File: src/rtl/ctl3w_pkg.sv
// Package: shared constants and per-register helpers for the control slave.
// Assumes register indices 0..NUM_REGS-1 map straight to frame addresses.
package ctl3w_pkg;
    localparam int FRAME_BITS = 16;
    localparam int ADDR_W     = 5;
    localparam int DATA_W     = 8;
    localparam int NUM_REGS   = 5;
    localparam logic [1:0] DEV_ID = 2'b01;

    // Bits that physically exist in each register; others store 0.
    function automatic logic [DATA_W-1:0] field_mask(input int idx);
        case (idx)
            0:       return 8'h9F;
            1:       return 8'h3E;
            2:       return 8'h30;
            default: return 8'hFF;
        endcase
    endfunction

    // Value loaded by reset and power-down.
    function automatic logic [DATA_W-1:0] reset_value(input int idx);
        return (idx == 0) ? 8'h03 : 8'h00;
    endfunction
endpackage

File: src/rtl/ctl3w_sync.sv
// Module: two-flop synchroniser for a bundle of asynchronous inputs.
// Assumes each bit is independent; RST_VAL gives each bit its idle level.
module ctl3w_sync #(
    parameter int         W       = 1,
    parameter logic [W-1:0] RST_VAL = '0
) (
    input  logic         clk,
    input  logic         rst_n,
    input  logic [W-1:0] d_i,
    output logic [W-1:0] q_o
);
    logic [W-1:0] s1_q, s2_q;

    // Two metastability stages.
    always_ff @(posedge clk) begin
        if (!rst_n) begin
            s1_q <= RST_VAL;
            s2_q <= RST_VAL;
        end else begin
            s1_q <= d_i;
            s2_q <= s1_q;
        end
    end

    assign q_o = s2_q;
endmodule

File: src/rtl/ctl3w_mclk_mon.sv
// Module: master-clock activity detector.
// Assumes the monitored clock is already synchronised and is slower than
// half the system clock. Absent until the first edge after reset.
module ctl3w_mclk_mon #(
    parameter int TIMEOUT = 16
) (
    input  logic clk,
    input  logic rst_n,
    input  logic mclk_s,
    output logic mclk_ok
);
    localparam int CNT_W = $clog2(TIMEOUT + 1);
    localparam logic [CNT_W-1:0] LIMIT = CNT_W'(TIMEOUT);

    logic             prev_q;
    logic [CNT_W-1:0] idle_q;

    // Count cycles since the last edge, saturating at the limit.
    always_ff @(posedge clk) begin
        if (!rst_n) begin
            prev_q <= 1'b0;
            idle_q <= LIMIT;
        end else begin
            prev_q <= mclk_s;
            if (prev_q != mclk_s)
                idle_q <= '0;
            else if (idle_q != LIMIT)
                idle_q <= idle_q + 1'b1;
        end
    end

    assign mclk_ok = (idle_q != LIMIT);
endmodule

File: src/rtl/ctl3w_frame_rx.sv
// Module: serial frame receiver. Shifts on serial-clock rises while chip
// select is low and issues a one-cycle write request on chip-select rise
// when exactly FRAME_BITS bits arrived with a good identifier and write bit.
// Assumes synchronised inputs.
module ctl3w_frame_rx
    import ctl3w_pkg::*;
(
    input  logic              clk,
    input  logic              rst_n,
    input  logic              csn_s,
    input  logic              sclk_s,
    input  logic              sdat_s,
    output logic              wr_v,
    output logic [ADDR_W-1:0] wr_addr,
    output logic [DATA_W-1:0] wr_data
);
    localparam int CNT_W = $clog2(FRAME_BITS + 2);
    localparam logic [CNT_W-1:0] FULL = CNT_W'(FRAME_BITS);
    localparam logic [CNT_W-1:0] OVER = CNT_W'(FRAME_BITS + 1);

    logic                  csn_q, sclk_q;
    logic [FRAME_BITS-1:0] sr_q;
    logic [CNT_W-1:0]      cnt_q;
    logic                  cs_rise, good;

    assign cs_rise = csn_s && !csn_q;
    assign good    = (cnt_q == FULL) && (sr_q[15:14] == DEV_ID) && sr_q[13];

    // Edge history for chip select and serial clock.
    always_ff @(posedge clk) begin
        if (!rst_n) begin
            csn_q  <= 1'b1;
            sclk_q <= 1'b0;
        end else begin
            csn_q  <= csn_s;
            sclk_q <= sclk_s;
        end
    end

    // Shift register and saturating bit counter.
    always_ff @(posedge clk) begin
        if (!rst_n) begin
            sr_q  <= '0;
            cnt_q <= '0;
        end else if (csn_s) begin
            cnt_q <= '0;
        end else if (sclk_s && !sclk_q) begin
            sr_q <= {sr_q[FRAME_BITS-2:0], sdat_s};
            if (cnt_q != OVER)
                cnt_q <= cnt_q + 1'b1;
        end
    end

    // One-cycle write request on chip-select release.
    always_ff @(posedge clk) begin
        if (!rst_n) begin
            wr_v    <= 1'b0;
            wr_addr <= '0;
            wr_data <= '0;
        end else begin
            wr_v <= cs_rise && good;
            if (cs_rise) begin
                wr_addr <= sr_q[DATA_W +: ADDR_W];
                wr_data <= sr_q[DATA_W-1:0];
            end
        end
    end

    AST_REQ_WHILE_DESELECTED: assert property (@(posedge clk) disable iff (!rst_n)
        wr_v |-> csn_s);
    AST_REQ_SINGLE: assert property (@(posedge clk) disable iff (!rst_n)
        wr_v |=> !wr_v);
endmodule

File: src/rtl/ctl3w_regfile.sv
// Module: configuration register bank. Applies masked writes when the master
// clock is present and power-down is released. Pulses timing_rst when the
// soft-reset bit is cleared. Assumes wr_v lasts one cycle.
module ctl3w_regfile
    import ctl3w_pkg::*;
(
    input  logic                       clk,
    input  logic                       rst_n,
    input  logic                       pdn_s,
    input  logic                       mclk_ok,
    input  logic                       wr_v,
    input  logic [ADDR_W-1:0]          wr_addr,
    input  logic [DATA_W-1:0]          wr_data,
    output logic [NUM_REGS*DATA_W-1:0] regs_o,
    output logic                       timing_rst
);
    logic wr_en;
    assign wr_en = wr_v && mclk_ok;

    for (genvar i = 0; i < NUM_REGS; i++) begin : g_reg
        logic [DATA_W-1:0] r_q;
        // One register: defaults on reset or power-down, else masked write.
        always_ff @(posedge clk) begin
            if (!rst_n || !pdn_s)
                r_q <= reset_value(i);
            else if (wr_en && wr_addr == ADDR_W'(i))
                r_q <= wr_data & field_mask(i);
        end
        assign regs_o[i*DATA_W +: DATA_W] = r_q;
    end

    // Strobe when a write takes the soft-reset bit from 1 to 0.
    always_ff @(posedge clk) begin
        if (!rst_n || !pdn_s)
            timing_rst <= 1'b0;
        else
            timing_rst <= wr_en && (wr_addr == '0) && regs_o[0] && !wr_data[0];
    end

    AST_PDN_DEFAULTS: assert property (@(posedge clk) disable iff (!rst_n)
        !pdn_s |=> (regs_o[DATA_W-1:0] == 8'h03) && (regs_o[NUM_REGS*DATA_W-1:DATA_W] == '0));
    AST_NO_WRITE_NO_MCLK: assert property (@(posedge clk) disable iff (!rst_n)
        (wr_v && !mclk_ok && pdn_s) |=> $stable(regs_o));
    AST_HIGH_ADDR_IGNORED: assert property (@(posedge clk) disable iff (!rst_n)
        (wr_v && int'(wr_addr) >= NUM_REGS && pdn_s) |=> $stable(regs_o));
    AST_TRST_ONE_CYCLE: assert property (@(posedge clk) disable iff (!rst_n)
        timing_rst |=> !timing_rst);
    AST_TRST_BIT_LOW: assert property (@(posedge clk) disable iff (!rst_n)
        timing_rst |-> !regs_o[0]);
endmodule

File: src/rtl/ctl3w_regbank.sv
// Module: top of the three-wire write-only control slave. Synchronises the
// asynchronous inputs, receives frames, monitors the master clock and holds
// the register bank. Assumes the serial clock is at most one eighth of clk.
module ctl3w_regbank
    import ctl3w_pkg::*;
#(
    parameter int MCLK_TIMEOUT = 16
) (
    input  logic       clk,
    input  logic       rst_n,
    input  logic       pdn_n,
    input  logic       mclk,
    input  logic       cs_n,
    input  logic       sclk,
    input  logic       sdata,
    output logic       clk_sel,
    output logic [2:0] data_fmt,
    output logic       pwr_on,
    output logic       soft_rst_n,
    output logic [1:0] rate_sel,
    output logic [1:0] deemph,
    output logic       smute,
    output logic       inv_l,
    output logic       inv_r,
    output logic [7:0] att_l,
    output logic [7:0] att_r,
    output logic       timing_rst
);
    logic [4:0] sync_q;
    logic       pdn_s, mclk_s, csn_s, sclk_s, sdat_s, mclk_ok;
    logic              wr_v;
    logic [ADDR_W-1:0] wr_addr;
    logic [DATA_W-1:0] wr_data;
    logic [NUM_REGS*DATA_W-1:0] regs;

    ctl3w_sync #(.W(5), .RST_VAL(5'b00100)) u_sync (
        .clk(clk), .rst_n(rst_n),
        .d_i({pdn_n, mclk, cs_n, sclk, sdata}), .q_o(sync_q)
    );
    assign {pdn_s, mclk_s, csn_s, sclk_s, sdat_s} = sync_q;

    ctl3w_mclk_mon #(.TIMEOUT(MCLK_TIMEOUT)) u_mon (
        .clk(clk), .rst_n(rst_n), .mclk_s(mclk_s), .mclk_ok(mclk_ok)
    );

    ctl3w_frame_rx u_rx (
        .clk(clk), .rst_n(rst_n), .csn_s(csn_s), .sclk_s(sclk_s),
        .sdat_s(sdat_s), .wr_v(wr_v), .wr_addr(wr_addr), .wr_data(wr_data)
    );

    ctl3w_regfile u_rf (
        .clk(clk), .rst_n(rst_n), .pdn_s(pdn_s), .mclk_ok(mclk_ok),
        .wr_v(wr_v), .wr_addr(wr_addr), .wr_data(wr_data),
        .regs_o(regs), .timing_rst(timing_rst)
    );

    // Field decode of the register bank.
    assign clk_sel    = regs[7];
    assign data_fmt   = regs[4:2];
    assign pwr_on     = regs[1];
    assign soft_rst_n = regs[0];
    assign rate_sel   = regs[13:12];
    assign deemph     = regs[11:10];
    assign smute      = regs[9];
    assign inv_l      = regs[21];
    assign inv_r      = regs[20];
    assign att_l      = regs[31:24];
    assign att_r      = regs[39:32];
endmodule

File: config.mk
export PLATFORM = sky130hd
export DESIGN_NAME = ctl3w_regbank
export DESIGN_NICKNAME = d
export VERILOG_FILES = /design/src/rtl/ctl3w_pkg.sv /design/src/rtl/ctl3w_sync.sv /design/src/rtl/ctl3w_mclk_mon.sv /design/src/rtl/ctl3w_frame_rx.sv /design/src/rtl/ctl3w_regfile.sv /design/src/rtl/ctl3w_regbank.sv
export SDC_FILE = /design/constraint.sdc
export NUM_CORES = 1
export LEC_CHECK = 0
export BUFFER_PORTS_ARGS = -buffer_cell sky130_fd_sc_hd__buf_2
export CAP_MARGIN = 25
export CORE_AREA = 2 2 83 85
export DETAILED_ROUTE_END_ITERATION = 12
export DIE_AREA = 0 0 85 87
export GPL_ROUTABILITY_DRIVEN = 0
export PLACE_DENSITY = 0.79
export SLEW_MARGIN = 40
export SYNTH_ARGS = -nofsm -noshare
export SYNTH_HDL_FRONTEND = slang
export SYNTH_HIERARCHICAL = 1
export SYNTH_SLANG_ARGS = --single-unit
File: constraint.sdc
create_clock -name clk -period 1.9 [get_ports clk]
set_input_delay 0.095 -clock clk [delete_from_list [all_inputs] [get_ports clk]]
set_output_delay 0.095 -clock clk [all_outputs]
set_load 0.05 [all_outputs]
# Yosys cells after proc, flatten, opt, wreduce, memory -nomap -nowiden

Index checks and enable logic that the tools add are counted.

Flip-flop bits (word level): 83
Output and inout port bits: 30

Reduce and logical (&&, ||, !) cells: 25
Equality and inequality tests: 9
Bitwise operators: 2
Muxes and demuxes: 2
Add/sub/neg operators: 2

Operator list:

| operator              | number |
|---|---|
| $logic_and A1 B1 Y1   | 13 |
| $add A5 B1 Y5 const B | 2 |
| $eq A5 B2 Y1 const B  | 2 |
| $mux W5               | 2 |
| $ne A5 B5 Y1 const B  | 2 |
| $eq A5 B1 Y1 const B  | 1 |
| $eq A5 B3 Y1 const B  | 1 |
| $eq A5 B5 Y1 const B  | 1 |
| $logic_not A1 Y1      | 5 |
| $logic_not A5 Y1      | 1 |
| $reduce_and A2 Y1     | 2 |
| $reduce_or A2 Y1      | 2 |
| $eq A2 B1 Y1 const B  | 1 |
| $not A1 Y1            | 2 |
| $reduce_bool A2 Y1    | 1 |
| $logic_or A1 B1 Y1    | 1 |
| $ne A1 B1 Y1          | 1 |

# Longest topological paths before layout

Depth after elaboration: 5
Mapped depth: 9
Mapped depth without buffers: 7

# Cells and area by module

The synthesis kept the hierarchy.

Modules (own cells, without submodules):

| module         | instances | sequential area each (µm²) | cells an instance | area each (µm²) |
|---|---|---|---|---|
| ctl3w_frame_rx | 1         | 740.7                      | 170               | 1466.4 |
| ctl3w_regfile  | 1         | 600.6                      | 133               | 1263.7 |
| ctl3w_mclk_mon | 1         | 120.1                      | 28                | 274.0 |
| ctl3w_sync     | 1         | 200.2                      | 20                | 262.8 |

# Least setup slack after synthesis

OpenSTA, ideal clock, no wires.

Path type: register -> register
Start point: register u_mon.idle_q[0]
End point: register u_rf.g_reg[4].r_q[0]
Path buffers: 2
Path slack: 0.093 ns
Arrival time: 1.736 ns
Stages on the path, launching flop included: 10
Period minus slack after synthesis: 1.807 ns
Library setup time: 0.072 ns
Cell sequence: dfxtp_1 inv_1 ha_1 and4bb_4 inv_1 and4bb_2 clkbuf_1 and3_1 clkbuf_2 mux2i_1

Longest elaborated chain between the ends: 3

Ends and longest elaborated chain:

| what                   | line                 | RTL |
|---|---|---|
| start, declared        | ctl3w_mclk_mon.sv:16 | `logic [CNT_W-1:0] idle_q;` |
| start signal, assigned | ctl3w_mclk_mon.sv:28 | `idle_q <= idle_q + 1'b1;` |
| $ne A5 B5 Y1           | ctl3w_mclk_mon.sv:32 | `assign mclk_ok = (idle_q != LIMIT);` |
| named net mclk_ok      | ctl3w_regbank.sv:30  | `logic pdn_s, mclk_s, csn_s, sclk_s, sdat_s, mclk_ok;` |
| $logic_and A1 B1 Y1    | ctl3w_regfile.sv:18  | `assign wr_en = wr_v && mclk_ok;` |
| $logic_and A1 B1 Y1    | ctl3w_regfile.sv:26  | `else if (wr_en && wr_addr == ADDR_W'(i))` |
| end signal, assigned   | ctl3w_regfile.sv:25  | `r_q <= reset_value(i);` |
| end signal, assigned   | ctl3w_regfile.sv:27  | `r_q <= wr_data & field_mask(i);` |
| end, declared          | ctl3w_regfile.sv:21  | `logic [DATA_W-1:0] r_q;` |

The timed path passes the listed nets, and every way through them passes these cells.
A chain may end at the register's enable or synchronous reset.

# Worst setup path after layout

Start point: register u_mon.idle_q[0]
End point: register u_rf.g_reg[1].r_q[3]

Longest elaborated chain between the ends: 3

Ends and longest elaborated chain:

| what                 | line |
|---|---|
| $ne A5 B5 Y1         | ctl3w_mclk_mon.sv:32 |
| named net mclk_ok    | ctl3w_regbank.sv:30 |
| $logic_and A1 B1 Y1  | ctl3w_regfile.sv:18 |
| $logic_and A1 B1 Y1  | ctl3w_regfile.sv:26 |
| end signal, assigned | ctl3w_regfile.sv:25 |
| end signal, assigned | ctl3w_regfile.sv:27 |
| end, declared        | ctl3w_regfile.sv:21 |

The timed path passes the listed nets, and every way through them passes these cells.

==> results_tabular.tex <==
\begin{tabular}{lr}
\hline
Metric & Value \\
\hline
\multicolumn{2}{l}{\textbf{Power}} \\
Cell internal pwr & 0.002485 W \\
Clock network power share & 39.2\% \\
Share of power burned in registers & 54.7\% \\
Net Switching & 0.0007682 W \\
Worst voltage drop across the vdd grid & 0.4389 mV \\
Fraction of power spent switching nets & 23.62\% \\
Comb pwr share & 6.1\% \\
Pleak & 1.509 nW \\
PwrDens & 873.9 nW/um\^{}2 \\
\multicolumn{2}{l}{\textbf{Min path}} \\
Source of the worst hold timing path & rst\_n \\
Classification of the worst-slack hold path & in -> reg \\
\multicolumn{2}{l}{\textbf{Clock tree}} \\
Clock-pin slew reported for the worst setup and hold paths after clock tree synthesis & 0.09 ns \\
TritonCTS clock tree & yes \\
Insertion delay to the later sink of the worst-skew pair & 0.36 ns \\
H-tree level count & 3 \\
Clock sinks & 83 \\
Clock Tree Buf Depth & 2 \\
Clk Tree Root Cell & sky130\_fd\_sc\_hd\_\_clkbuf\_8 \\
Number of buffers created by CTS & 9 \\
\multicolumn{2}{l}{\textbf{STA}} \\
Share of the clock period used by the worst path after layout & 95.47\% \\
Top achievable clock speed & 0.5513 GHz \\
Final max-slew violation count & 0 \\
Final Hold Viols & 0 \\
Relative max-transition margin & 64.18\% \\
Time the worst path needs with I/O delays and setup & 1.814 ns \\
Setup Viol. Count Final & 0 \\
Clock tree skew after final layout & 0.01170 ns \\
Setup repair after global routing missed its margin & false \\
Sum of negative setup slack & 0 ns \\
Slew at the pin closest to its max-slew limit & 0.5373 ns \\
\multicolumn{2}{l}{\textbf{Worst setup path}} \\
Critical path cell sequence & inv\_1, ha\_1, and4bb\_4, inv\_2, nand4bb\_1, or4b\_4, mux2i\_1 \\
Stage delay of the slowest cell on the critical path & 0.58 ns \\
Slowest cell on the critical path & sky130\_fd\_sc\_hd\_\_or4b\_4 \\
Data required time of the critical path & 2.15 ns \\
Arrival time reported for the critical path endpoint & 2.06 ns \\
Maximum net fanout on the critical path & 3 \\
Critical path origin & u\_mon/idle\_q[0]\$\_SDFFE\_PP0P\_ \\
Critical path startpoint category & flop \\
Critical path endpoint category & flop \\
Family with the most delay on the worst path & simple AND/OR/NAND/NOR gates \\
Worst r2r src & u\_mon/idle\_q[0]\$\_SDFFE\_PP0P\_ \\
Buf/Inv on CP & 2 \\
Worst Path Class, Setup & reg -> reg \\
\multicolumn{2}{l}{\textbf{Global routing}} \\
Pin count of the biggest net entering global routing & 47 \\
Antenna violations before repair & 0 \\
Met3 Usage GRT & 5.403\% \\
Top Usage Layer GRT & met2 \\
Met1 routing resource usage after global routing & 20.62\% \\
Global-route track usage on met2 & 27.84\% \\
Number of global-route vias before repair & 2180 \\
GRT Overall Usage & 17.00\% \\
Wire length of the first global-routing pass & 9915 um \\
GRT overflow & 0 \\
\multicolumn{2}{l}{\textbf{Floorplanning}} \\
Standard-cell row count & 30 \\
Number of top-level design ports & 37 \\
Die Outline Area & 7395 um\^{}2 \\
Die boundary width & 85 um \\
Die height & 87 um \\
Effective utilization at floorplan & 48.42\% \\
Core area & 6569 um\^{}2 \\
\multicolumn{2}{l}{\textbf{Synth}} \\
Post-Syn Nets & 351 \\
Synthesized area per cell & 9.382 um\^{}2 \\
Cells after synthesis & 339 \\
Warnings from Yosys & 6 \\
Synthesized area & 3181 um\^{}2 \\
\multicolumn{2}{l}{\textbf{Layout}} \\
Area growth from synthesis to layout & 17.03\% \\
Utilization of the core after routing & 56.67\% \\
Final net count & 395 \\
Filler instances & 579 \\
Antenna fix cells & 0 \\
Ratio of cells with drive above 1 in the final layout & 18.04\% \\
\multicolumn{2}{l}{\textbf{Detailed routing}} \\
DRT Pass-1 Iters & 4 \\
Number of DRC markers in iteration 0 & 113 \\
Number of vias after detailed routing & 2371 \\
Via-to-Cell Ratio & 5.066 \\
Mean routed wirelength per cell & 12.70 um \\
Detailed Route WL & 5945 um \\
\# DRC & 0 \\
Count of antenna-violating nets left after detailed routing & 0 \\
\multicolumn{2}{l}{\textbf{Status}} \\
Status & completed \\
\multicolumn{2}{l}{\textbf{Run}} \\
Max Cap Viol & 0 \\
\multicolumn{2}{l}{\textbf{Placed design}} \\
Post-detail-place hpwl & 4098 um \\
Port Buffers & 36 \\
\hline
\end{tabular}
## worst paths after layout
path	end	cells past startpoint	slack, ns
min	u_sync/s1_q[2]$_SDFF_PN1_	3	0.22
max	u_rf/g_reg[1].r_q[3]$_SDFFE_PP0P_	7	0.09
max reg2reg	u_rf/g_reg[1].r_q[3]$_SDFFE_PP0P_	7	0.09
min reg2reg	u_sync/q_o[2]$_SDFF_PN1_	1	0.42
## stage by stage
step | instance area [um^2] | hold slack [ns] | setup WS, ns | total power [W] | instances
final | 3722 | 0.2247 | 0.08607 | 0.003253 | 468
after global routing | 3722 | 0.2543 | 0.01300 | 0.003402 | 468
after CTS | 3709 | 0.2213 | 0.03327 | 0.003269 | 467
after detailed placement | 3443 | 0.2791 | 0.0006859 | 0.001994 | 445
after global placement | 3443 | 0.2758 | 0.1031 | 0.001980 | 445
after floorplan | 3181 | 0.1680 | 0.09259 | 0.001934 | 339
## power by group through the flow
stage / Combinational (W) / Sequential (W) / Clock (W)
2_1_floorplan: 0.000117 / 0.00182 / 0
3_3_place_gp: 0.000161 / 0.00182 / 0
3_5_place_dp: 0.000174 / 0.00182 / 0
4_1_cts: 0.000182 / 0.00178 / 0.00131
5_1_grt: 0.000220 / 0.00178 / 0.00140
6_report: 0.000197 / 0.00178 / 0.00128
## worst register-to-register path, cell delays in order (launching register included)
cell and delay (ns):
sky130_fd_sc_hd__dfxtp_2 0.34, sky130_fd_sc_hd__inv_1 0.06, sky130_fd_sc_hd__ha_1 0.20, sky130_fd_sc_hd__and4bb_4 0.21, sky130_fd_sc_hd__inv_2 0.06, sky130_fd_sc_hd__nand4bb_1 0.13
sky130_fd_sc_hd__or4b_4 0.58, sky130_fd_sc_hd__mux2i_1 0.14
## flip-flops by register name (all words and copies together), names as in the netlist
register / flops
u_rx/wr_data: 8
u_rx/csn_q: 1
u_mon/idle_q: 5
u_rf/g.r_q: 29
u_rx/wr_addr: 5
u_rx/cnt_q: 5
u_mon/prev_q: 1
u_rx/wr_v: 1
u_rf/timing_rst: 1
u_sync/s1_q: 5
u_sync/q_o: 5
u_rx/sr_q: 16
u_rx/sclk_q: 1
## placed cells by master, fill, tap and decap left out, types with 2 or more instances in the layout
cell type                       instances
sky130_fd_sc_hd__nand2_1              100
sky130_fd_sc_hd__dfxtp_1               81
sky130_fd_sc_hd__buf_2                 36
sky130_fd_sc_hd__mux2i_1               28
sky130_fd_sc_hd__a21boi_0              19
sky130_fd_sc_hd__and2_1                12
sky130_fd_sc_hd__a21boi_1              10
sky130_fd_sc_hd__clkbuf_8               9
sky130_fd_sc_hd__inv_1                  8
sky130_fd_sc_hd__buf_4                  6
sky130_fd_sc_hd__nand3_1                6
sky130_fd_sc_hd__nor2_1                 6
sky130_fd_sc_hd__dlygate4sd3_1          5
sky130_fd_sc_hd__o21ai_0                5
sky130_fd_sc_hd__ha_1                   5
sky130_fd_sc_hd__nand2b_1               4
sky130_fd_sc_hd__and4bb_4               3
sky130_fd_sc_hd__xor2_1                 3
sky130_fd_sc_hd__or3_1                  3
sky130_fd_sc_hd__a21oi_1                3
sky130_fd_sc_hd__inv_6                  2
sky130_fd_sc_hd__clkinvlp_4             2
sky130_fd_sc_hd__xnor2_1                2
sky130_fd_sc_hd__nor3_1                 2
sky130_fd_sc_hd__dfxtp_2                2
sky130_fd_sc_hd__and3_1                 2
sky130_fd_sc_hd__o211ai_1               2
sky130_fd_sc_hd__nor4_1                 2
## layout make-up
| type | instances | area [um^2] | area share, % |
|---|---|---|---|
| flip-flops and latches | 83 | 1664 | 44.71 |
| multi-input cells | 231 | 1418 | 38.08 |
| repair buffers | 49 | 306.5 | 8.235 |
| clock buffers | 9 | 123.9 | 3.328 |
| well taps | 80 | 100.1 | 2.689 |
| clock inverters | 7 | 76.32 | 2.050 |
| inverters | 9 | 33.78 | 0.9076 |
## layer usage
layer  vias to the layer above  routed length, um
li1                       1208                  -
met1                      1105               2681
met2                        49               2868
met3                         9                275
met4                         0                118
met5                         -                  0
## timing repair
| item | in CTS | in global routing |
|---|---|---|
| endpoints found under the hold margin | 5 | 0 |
| gates resized for setup | 2 | 4 |
| setup endpoints to repair | 7 | 23 |
| hold buffers | 5 | 0 |
| setup buffers | 1 | 1 |
| pin swaps | 0 | 1 |
(Power assumes the default switching activity.)
